<file path="src/rtl/rsq_pkg.sv">
`timescale 1ns/1ps
package rsq_pkg;
  typedef enum logic [1:0] {
    ST_DRIVE = 2'd0,
    ST_WAIT  = 2'd1,
    ST_HOLD  = 2'd2,
    ST_RUN   = 2'd3
  } rsq_state_e;

  typedef enum logic [1:0] {
    VEC_COLD    = 2'b00,
    VEC_CLKFAIL = 2'b01,
    VEC_WDOG    = 2'b10
  } rsq_vec_e;

  localparam int unsigned FLAG_N   = 2;
  localparam int unsigned FLAG_OSC = 0;
  localparam int unsigned FLAG_WD  = 1;
endpackage

</file>
<file path="src/rtl/rsq_capture.sv">
`timescale 1ns/1ps
// Captures any request asynchronously and releases it through a
// synchronizer chain, so the hold output rises at once but falls on a clock.
module rsq_capture #(
  parameter int unsigned STAGES = 2
) (
  input  logic clk_i,
  input  logic evt_i,
  output logic hold_o
);
  logic              req_q;
  logic [STAGES-1:0] chain_q;

  always_ff @(posedge clk_i or posedge evt_i) begin
    if (evt_i) req_q <= 1'b1;
    else       req_q <= 1'b0;
  end

  generate
    if (STAGES == 1) begin : g_one
      always_ff @(posedge clk_i or posedge req_q) begin
        if (req_q) chain_q <= '1;
        else       chain_q <= '0;
      end
    end else begin : g_many
      always_ff @(posedge clk_i or posedge req_q) begin
        if (req_q) chain_q <= '1;
        else       chain_q <= {chain_q[STAGES-2:0], 1'b0};
      end
    end
  endgenerate

  assign hold_o = chain_q[STAGES-1];
endmodule

</file>
<file path="src/rtl/rsq_flag.sv">
`timescale 1ns/1ps
// Pending flag: set without a clock, cleared on a clock edge.
module rsq_flag (
  input  logic clk_i,
  input  logic set_i,
  input  logic clr_i,
  output logic pend_o
);
  always_ff @(posedge clk_i or posedge set_i) begin
    if (set_i)      pend_o <= 1'b1;
    else if (clr_i) pend_o <= 1'b0;
  end
endmodule

</file>
<file path="src/rtl/rsq_sync.sv">
`timescale 1ns/1ps
// Plain multi-stage synchronizer for the pad read-back.
module rsq_sync #(
  parameter int unsigned STAGES = 2
) (
  input  logic clk_i,
  input  logic d_i,
  output logic q_o
);
  logic [STAGES-1:0] sh_q;

  generate
    if (STAGES == 1) begin : g_one
      always_ff @(posedge clk_i) sh_q <= d_i;
    end else begin : g_many
      always_ff @(posedge clk_i) sh_q <= {sh_q[STAGES-2:0], d_i};
    end
  endgenerate

  assign q_o = sh_q[STAGES-1];
endmodule

</file>
<file path="src/rtl/rsq_fsm.sv">
`timescale 1ns/1ps
// Drive / wait / hold sequencer with vector decision.
module rsq_fsm
  import rsq_pkg::*;
#(
  parameter int unsigned DRIVE_CYC = 516,
  parameter int unsigned WAIT_CYC  = 256
) (
  input  logic       clk_i,
  input  logic       hold_i,
  input  logic       pin_s_i,
  input  logic       osc_pend_i,
  input  logic       wd_pend_i,
  output rsq_state_e state_o,
  output logic [1:0] vec_o,
  output logic       release_o
);
  localparam int unsigned SPAN  = (DRIVE_CYC > WAIT_CYC) ? DRIVE_CYC : WAIT_CYC;
  localparam int unsigned CNT_W = $clog2(SPAN) + 1;
  localparam logic [CNT_W-1:0] DRV_LAST  = CNT_W'(DRIVE_CYC - 1);
  localparam logic [CNT_W-1:0] WAIT_LAST = CNT_W'(WAIT_CYC - 1);

  rsq_state_e       st_q;
  logic [CNT_W-1:0] cnt_q;
  rsq_vec_e         vec_q;
  rsq_vec_e         pick;
  logic             wait_done;

  always_comb begin
    if (osc_pend_i)     pick = VEC_CLKFAIL;
    else if (wd_pend_i) pick = VEC_WDOG;
    else                pick = VEC_COLD;
  end

  assign wait_done = (st_q == ST_WAIT) && (cnt_q == WAIT_LAST);

  always_ff @(posedge clk_i) begin
    if (hold_i) begin
      st_q  <= ST_DRIVE;
      cnt_q <= '0;
    end else begin
      case (st_q)
        ST_DRIVE: begin
          if (cnt_q == DRV_LAST) begin
            st_q  <= ST_WAIT;
            cnt_q <= '0;
          end else begin
            cnt_q <= cnt_q + 1'b1;
          end
        end
        ST_WAIT: begin
          if (wait_done) begin
            cnt_q <= '0;
            if (pin_s_i) begin
              st_q  <= ST_RUN;
              vec_q <= pick;
            end else begin
              st_q  <= ST_HOLD;
              vec_q <= VEC_COLD;
            end
          end else begin
            cnt_q <= cnt_q + 1'b1;
          end
        end
        ST_HOLD: begin
          if (pin_s_i) st_q <= ST_RUN;
        end
        default: begin
          st_q <= ST_RUN;
        end
      endcase
    end
  end

  assign release_o = !hold_i && pin_s_i && (wait_done || (st_q == ST_HOLD));
  assign state_o   = st_q;
  assign vec_o     = vec_q;
endmodule

</file>
<file path="src/rtl/rst_sequencer.sv">
`timescale 1ns/1ps
// Top: request capture, pending flags, pad synchronizer and sequencer.
module rst_sequencer
  import rsq_pkg::*;
#(
  parameter int unsigned DRIVE_CYC   = 516,
  parameter int unsigned WAIT_CYC    = 256,
  parameter int unsigned SYNC_STAGES = 2
) (
  input  logic       clk_i,
  input  logic       por_i,
  input  logic       illegal_i,
  input  logic       wdog_i,
  input  logic       oscfail_i,
  input  logic       pin_in_i,
  output logic       pin_drive_o,
  output logic       sys_rst_o,
  output logic       vec_valid_o,
  output logic [1:0] vec_sel_o
);
  rsq_state_e        state;
  logic              running;
  logic              evt;
  logic              hold;
  logic              pin_s;
  logic              rel;
  logic              flag_clr;
  logic [FLAG_N-1:0] flag_set;
  logic [FLAG_N-1:0] flag_pend;
  logic [1:0]        vec;

  assign running = (state == ST_RUN);
  // The pad counts as a request only while the chip is running.
  assign evt = por_i | illegal_i | wdog_i | oscfail_i | (running & ~pin_in_i);

  rsq_capture #(.STAGES(SYNC_STAGES)) u_capture (
    .clk_i  (clk_i),
    .evt_i  (evt),
    .hold_o (hold)
  );

  rsq_sync #(.STAGES(SYNC_STAGES)) u_pin_sync (
    .clk_i (clk_i),
    .d_i   (pin_in_i),
    .q_o   (pin_s)
  );

  assign flag_set[FLAG_OSC] = oscfail_i;
  assign flag_set[FLAG_WD]  = wdog_i;
  assign flag_clr           = rel | por_i;

  for (genvar g = 0; g < FLAG_N; g++) begin : g_flag
    rsq_flag u_flag (
      .clk_i  (clk_i),
      .set_i  (flag_set[g]),
      .clr_i  (flag_clr),
      .pend_o (flag_pend[g])
    );
  end

  rsq_fsm #(
    .DRIVE_CYC (DRIVE_CYC),
    .WAIT_CYC  (WAIT_CYC)
  ) u_fsm (
    .clk_i      (clk_i),
    .hold_i     (hold),
    .pin_s_i    (pin_s),
    .osc_pend_i (flag_pend[FLAG_OSC]),
    .wd_pend_i  (flag_pend[FLAG_WD]),
    .state_o    (state),
    .vec_o      (vec),
    .release_o  (rel)
  );

  assign pin_drive_o = hold | (state == ST_DRIVE);
  assign sys_rst_o   = hold | ~running;
  assign vec_valid_o = ~sys_rst_o;
  assign vec_sel_o   = vec;
endmodule

</file>
<file path="config.mk">
export PLATFORM = sky130hd
export DESIGN_NAME = rst_sequencer
export DESIGN_NICKNAME = d
export VERILOG_FILES = /design/src/rtl/rsq_pkg.sv /design/src/rtl/rsq_capture.sv /design/src/rtl/rsq_flag.sv /design/src/rtl/rsq_sync.sv /design/src/rtl/rsq_fsm.sv /design/src/rtl/rst_sequencer.sv
export SDC_FILE = /design/constraint.sdc
export NUM_CORES = 1
export LEC_CHECK = 0
export BUFFER_PORTS_ARGS = -buffer_cell sky130_fd_sc_hd__buf_2
export CORE_MARGIN = 2
export CORE_UTILIZATION = 55
export CTS_CLUSTER_DIAMETER = 40
export DETAILED_ROUTE_END_ITERATION = 12
export GPL_TIMING_DRIVEN = 0
export PLACE_DENSITY_LB_ADDON = 0.08
export SLEW_MARGIN = 25
export SYNTH_ARGS = -nofsm -noshare
export SYNTH_HDL_FRONTEND = slang
export SYNTH_SLANG_ARGS = --single-unit
</file>
<file path="constraint.sdc">
create_clock -name clk_i -period 1 [get_ports clk_i]
set_input_delay 0.1 -clock clk_i [delete_from_list [all_inputs] [get_ports clk_i]]
set_output_delay 0.1 -clock clk_i [all_outputs]
set_load 0.01 [all_outputs]
</file>
After elaboration in Yosys (flattened, before gate mapping)
Cells that the tools add are included.

storage, ports and cells
  output and inout port bits = 5
  word-level logic and storage cells = 51
  input port bits = 6
  flip-flop bits (word level) = 22

cells by class
  multiplexer cells = 10
  add/subtract/negate cells = 1
  reduce and logical (&&, ||, !) cells = 10
  bitwise logic cells = 13
  equality and inequality tests = 8

operators with widths
  kind                                                                     count
  11-bit two-way mux                                                       2
  11-bit case mux with 2 select lines                                      1
  11-bit by 1-bit adder with 11-bit output, second input constant          1
  11-bit by 10-bit == test with 1-bit output, second input constant        1
  11-bit by 8-bit == test with 1-bit output, second input constant         1
  2-bit two-way mux                                                        4
  1-bit OR                                                                 7
  2-bit case mux with 3 select lines                                       1
  3-bit AND reduction                                                      2
  1-bit inverter                                                           5
  2-bit == test, second input constant                                     2
  2-bit by 1-bit inequality test with 1-bit output, second input constant  2
  1-bit logical AND                                                        3
  2-bit by 1-bit == test with 1-bit output, second input constant          1
  2-bit logical NOT                                                        1
  1-bit two-way mux                                                        2
  2-bit inequality test, second input constant                             1
  2-bit nonzero test                                                       1
  2-bit OR reduction                                                       1
  1-bit bitwise AND                                                        1
  1-bit logical NOT                                                        1
  1-bit logical OR                                                         1

Longest topological paths before layout
  depth in word-level cells = 5
  depth in mapped cells = 6
  gate-level depth less buffers = 5

Hierarchy
From an unflattened synthesis, not the netlist that was laid out.

second synthesis, totals
  cells, all modules = 99
  area total of the unflattened synthesis = 1013.5 um2

modules (own cells, without submodules)
  module         cells each  area an instance (um2)  instances  seq. area each (um2)
  rsq_fsm        78          757.0                   1          320.3
  rsq_capture    6           90.1                    1          78.8
  rsq_flag       3           43.8                    2          26.3
  rsq_sync       2           40.0                    1          40.0
  rst_sequencer  7           38.8                    1          0.0

Least setup slack after synthesis
Ideal clock, no wire load.

  kind = register to register
  from = register u_fsm.cnt_q[0]
  to = register u_fsm.vec_q[0] (netlist: u_fsm.vec_o[0]), enable pin
  slack = -0.362 ns
  data required time = 0.691 ns
  buffers on the path = 0
  arrival = 1.053 ns
  period minus slack after synthesis = 1.362 ns
  cell stages (with the launch flop) = 5
  setup time = 0.309 ns
  path through = dfxtp_1 > ha_1 > nor3b_2 > nand4_2 > nor2_1

on the way
  longest elaborated chain between the ends = 3

ends and longest elaborated chain
  item                                       RTL line       text
  start, declared                            rsq_fsm.sv:24  logic [CNT_W-1:0] cnt_q;
  start signal, assigned                     rsq_fsm.sv:48  cnt_q <= cnt_q + 1'b1;
  start signal, assigned                     rsq_fsm.sv:62  cnt_q <= cnt_q + 1'b1;
  11-bit by 8-bit == test with 1-bit output  rsq_fsm.sv:35  assign wait_done = (st_q == ST_WAIT) && (cnt_q == WAIT_LAST);
  1-bit logical AND                          rsq_fsm.sv:35
  3-bit AND reduction (no line)              --
  end signal, assigned                       rsq_fsm.sv:56  vec_q <= pick;
  end, declared                              rsq_fsm.sv:25  rsq_vec_e vec_q;

No other way between the ends.
A chain may end at the register's enable or synchronous reset.

Worst setup path in the final report
  from = register u_fsm.cnt_q[1]
  to = register u_fsm.st_q[0] (netlist: u_fsm.state_o[0])

on the way
  longest elaborated chain between the ends = 4
  elaborated cells between the ends (all ways) = 6
  classes of those cells = eq/ne: 4; reduce/logical: 2

ends and longest elaborated chain
  item                                                        RTL line       text
  11-bit by 8-bit == test with 1-bit output                   rsq_fsm.sv:35
  1-bit logical AND                                           rsq_fsm.sv:35
  2-bit by 1-bit inequality test with 1-bit output (no line)  --
  3-bit AND reduction (no line) *                             --
  end signal, assigned                                        rsq_fsm.sv:39  st_q <= ST_DRIVE;
  end signal, assigned                                        rsq_fsm.sv:45  st_q <= ST_WAIT;
  end signal, assigned                                        rsq_fsm.sv:55  st_q <= ST_RUN;
  end, declared                                               rsq_fsm.sv:23  rsq_state_e st_q;

Every way passes the cells marked *; elsewhere a longest branch is shown, timed or not.

==> impl_summary.txt <==
----------------------------------------------------
[Worst setup path]
  End of the worst register-to-register path ... u_fsm.state_o[0]$_SDFFE_PP0P_
  Worst reg2reg path startpoint ... u_fsm.cnt_q[1]$_SDFFE_PP0N_
  Setup crit start ... u_fsm.cnt_q[1]$_SDFFE_PP0N_
  Worst reg2reg path depth ... 6
  Critical path capture point ... u_fsm.state_o[0]$_SDFFE_PP0P_
  Worst Path Required ... 1.24 ns
  Crit Path Category ... flip-flop to flip-flop
  Worst setup slack for register-to-register paths ... -0.49 ns
  Setup crit start kind ... flip-flop
  Largest fanout on the critical path ... 3
  Worst endpoint data arrival time ... 1.73 ns
  Endpoint class of the critical path ... flip-flop

[Synthesis]
  Dominant register cell in the synthesized netlist ... sky130_fd_sc_hd__dfxtp_1
  Most common library cells after synthesis ... sky130_fd_sc_hd__nor2_1 (16), sky130_fd_sc_hd__dfxtp_1 (15)
  Largest area contributor in the netlist ... sky130_fd_sc_hd__dfxtp_1
  Number of synthesized register bits ... 22
  Post-synthesis xor/xnor area fraction ... 0.0920
  Warnings from Yosys ... 0
  Sequential share of the synthesized area ... 0.516
  Share of cell area taken by muxes after synthesis ... 0.0105
  Most repeated cell in the gate-level netlist after synthesis ... sky130_fd_sc_hd__nor2_1
  Synth Area in Adders ... 0.0131
  Combinational family with the most area after synthesis ... simple AND/OR/NAND/NOR gates
  Share of synthesized flip-flops with an asynchronous set or reset ... 0.227
  Post-Synth Simple-Gate Area ... 0.277
  Share of the synthesized area in the top cell type ... 0.315
  Post-synthesis instance area ... 952 um^2
  Cell count after synthesis ... 94
  Count of unique library cells instantiated by Yosys ... 35
  Count of flip-flops with a built-in enable after synthesis ... 2
  Post-Synthesis Mean Instance Area ... 10.1 um^2
  Main area contributors after synthesis ... sky130_fd_sc_hd__dfxtp_1 (32%), sky130_fd_sc_hd__dfstp_2 (14%), sky130_fd_sc_hd__edfxtp_1 (6.3%)
  Share of the synthesized area in compound gates (AO/OA/AOI/OAI) ... 0.0499

[Global route]
  Initial antenna violation count ... 0
  Global-route wire length before repair ... about 3300 um
  GRT Overall Usage ... 0.228
  Maximum number of pins on one net before global-route repair ... 14
  Vias in the first global route ... roughly 750
  Grt ovf ... 0

[Timing]
  Setup violators final ... 20
  Max-slew violation count ... 0
  Worst clock skew ... 0.00618 ns
  Final clock period utilization by the worst path ... 1.49
  Post-route worst setup slack ... -0.490 ns
  Post-layout minimum cycle time ... around 1.5 ns
  Post-Route Hold Slack ... 0.217 ns
  Unrepaired setup endpoints after global routing ... true
  Number of endpoints with negative hold slack in the final report ... 0
  Timing-limited maximum frequency ... ~670 MHz

[Floorplanning]
  Ports placed on the boundary ... 11
  Area of the core ... 1670 um^2
  Die Y-Extent ... 45.6 um
  Full die area ... 2080 um^2
  Initial core utilization ... 0.570
  Rows ... 15
  Floorplan die width ... about 46 um

[Power and ir drop]
  Worst vdd rail ir drop ... 1.13 mV
  Part of the power in registers ... 0.538
  Switching share of total power ... 0.200
  Switching Power ... roughly 0.00035 W
  Ratio of total power to cell area ... 1310 nW/um^2
  Static leakage ... 0.511 nW
  Final Power ... about 0.0017 W
  Combinational fraction of design power ... 0.072
  Clock power frac ... 0.390
  Cell-internal power ... 0.00139 W

[Route]
  Wire length per cell after detailed routing ... 15.7 um
  Remaining number of nets flagged by the antenna check after routing ... 0
  DR pass1 iterations ... 4
  Routed vias/inst ... 5.86
  Count of vias placed by the detailed router ... between 800 and 900
  Wirelength, routed ... between 2000 and 2500 um
  Count of routing violations after the opening detailed-route iteration ... 29
  Post-route DRC violation count ... 0

[Cells and area]
  Storage element area ... 503 um^2
  Post-layout nets ... 132
  Total of fill cells in the finished design ... 106
  Layout overhead on the synthesized area ... 39.4%
  Area of the multi-input gates ... 527 um^2
  Proportion of layout cells with a drive suffix above 1 ... 0.484
  Number of antenna cells inserted ... 0
  Total non-filler cell area in the finished layout ... about 1300 um^2

[Placement]
  Final weighted congestion in routability-driven placement ... roughly 0.81
  Worst Setup Slack post-DPL ... -0.420 ns
  Instance area after placement ... 1060 um^2
  Port Buffer Count ... 10
  Final HPWL DP ... 1230 um

[Status]
  Violated checks ... negative setup slack
  Status ... complete, but fails checks

[Clock tree]
  H-tree lvl count ... 1
  TritonCTS sink count ... 22
  TritonCTS Buffers ... 3
  Clock slew at reported path FFs ... 0.12 ns
  Later-pin clock latency in the skew report ... roughly 0.31 ns
  Number of buffers on the longest clock path ... 2
  Root Buffer ... sky130_fd_sc_hd__clkbuf_4
  TritonCTS clock tree ... done

[Flow run]
  # Max-Cap Violations ... 0

[Hold path]
  Type of the worst min-delay path ... primary input to asynchronous set/reset pin

----------------------------------------------------
[critical path, cell delays in order (launching register included)]
cell	delay, ns
sky130_fd_sc_hd__dfxtp_2	0.37
sky130_fd_sc_hd__ha_4	0.13
sky130_fd_sc_hd__nor3b_4	0.29
sky130_fd_sc_hd__nand3_2	0.15
sky130_fd_sc_hd__buf_4	0.17
sky130_fd_sc_hd__buf_4	0.13
sky130_fd_sc_hd__a211oi_2	0.17
[final cells by class]
class	instances	share of cell area
plain buffers	2	0.0170
clock buffers	3	0.0170
clock inverters	1	0.0226
inverters	5	0.0141
multi-input cells	66	0.397
flip-flops and latches	22	0.379
well taps	17	0.0160
repair buffers	25	0.138
[worst min path at each step]
stage                     slack [ns]  cells past startpoint                                   to      start
after floorplan                -0.01                      1  g_flag[0].u_flag.pend_o$_DFFE_PP1P_  oscfail_i
after global placement          0.11                      2  g_flag[1].u_flag.pend_o$_DFFE_PP1P_     wdog_i
after detailed placement        0.11                      2  g_flag[0].u_flag.pend_o$_DFFE_PP1P_  oscfail_i
after CTS                       0.20                      3            u_capture.req_q$_DFF_PP1_  illegal_i
after global routing            0.27                      3            u_capture.req_q$_DFF_PP1_  illegal_i
final                           0.22                      3            u_capture.req_q$_DFF_PP1_  illegal_i
[cells in the final DEF, fill, tap and decap left out, types with 2 or more instances in the layout]
cell,instances
sky130_fd_sc_hd__nor2_2,4
sky130_fd_sc_hd__buf_6,4
sky130_fd_sc_hd__dfxtp_1,8
sky130_fd_sc_hd__nand3_2,2
sky130_fd_sc_hd__dfstp_2,5
sky130_fd_sc_hd__dlygate4sd3_1,4
sky130_fd_sc_hd__nand2_1,5
sky130_fd_sc_hd__clkbuf_4,3
sky130_fd_sc_hd__nand4_1,2
sky130_fd_sc_hd__xnor2_1,5
sky130_fd_sc_hd__nand4b_1,2
sky130_fd_sc_hd__edfxtp_1,2
sky130_fd_sc_hd__nor3b_1,2
sky130_fd_sc_hd__inv_1,4
sky130_fd_sc_hd__nor2_1,11
sky130_fd_sc_hd__buf_4,10
sky130_fd_sc_hd__conb_1,2
sky130_fd_sc_hd__a21oi_2,2
sky130_fd_sc_hd__buf_2,9
sky130_fd_sc_hd__dfxtp_2,6
sky130_fd_sc_hd__xor2_1,5
[repair_timing]
action | CTS | global route
hold buffers | 4 | 0
hold endpoints to repair | 6 | 0
resized for setup | 18 | 10
setup buffers | 8 | 2
endpoints found under the setup margin | 20 | 20
pin swaps | 7 | 4
cloned | 1 | 0
[per-layer routing]
metal / part of all wire / track usage / vias to the layer above
met5: 0 / 0 / -
met2: 0.50 / 0.403 / 39
met3: 0.049 / 0.0238 / 11
met4: 0.041 / 0.106 / 0
li1: - / - / 383
met1: 0.41 / 0.273 / 393
[through the flow]
stage / TNS (ns) / instances / util
2_1_floorplan: -4.12 / 95 / -
3_3_place_gp: -5.85 / 122 / 0.632
3_5_place_dp: -6.01 / 122 / 0.632
4_1_cts: -6.80 / 139 / 0.761
5_1_grt: -8.96 / 141 / 0.795
6_report: -8.11 / 141 / 0.795
[kinds of logic (layout without fill, tap and decap cells)]
logic type               Yosys count  after routing
multiplexers                       1              1
AND/OR/NAND/NOR                   45             45
XOR/XNOR                          10             10
other                              1              2
adder cells (fa/ha/maj)            1              1
flip-flops                        22             22
AO/OA/AOI/OAI                      7              7
buffers and inverters              7             36
[state kept, by name, indices dropped and copies added, names as in the netlist]
name and cells:
u_fsm.vec_o 2, u_fsm.state_o 2, u_capture.req_q 1, g_flag.u_flag.pend_o 2, u_capture.chain_q 2, u_pin_sync.sh_q 2, u_fsm.cnt_q 11
[power by group through the flow]
stage	registers (W)	clock network, W	logic [W]
finish	0.000936	0.000678	0.000126
global placement	0.000956	0	0.0000671
floorplan	0.000953	0	0.0000494
detailed placement	0.000957	0	0.0000685
global route	0.000938	0.000715	0.000136
CTS	0.000937	0.000695	0.000114
No activity file was read; power rests on OpenSTA's default activity.
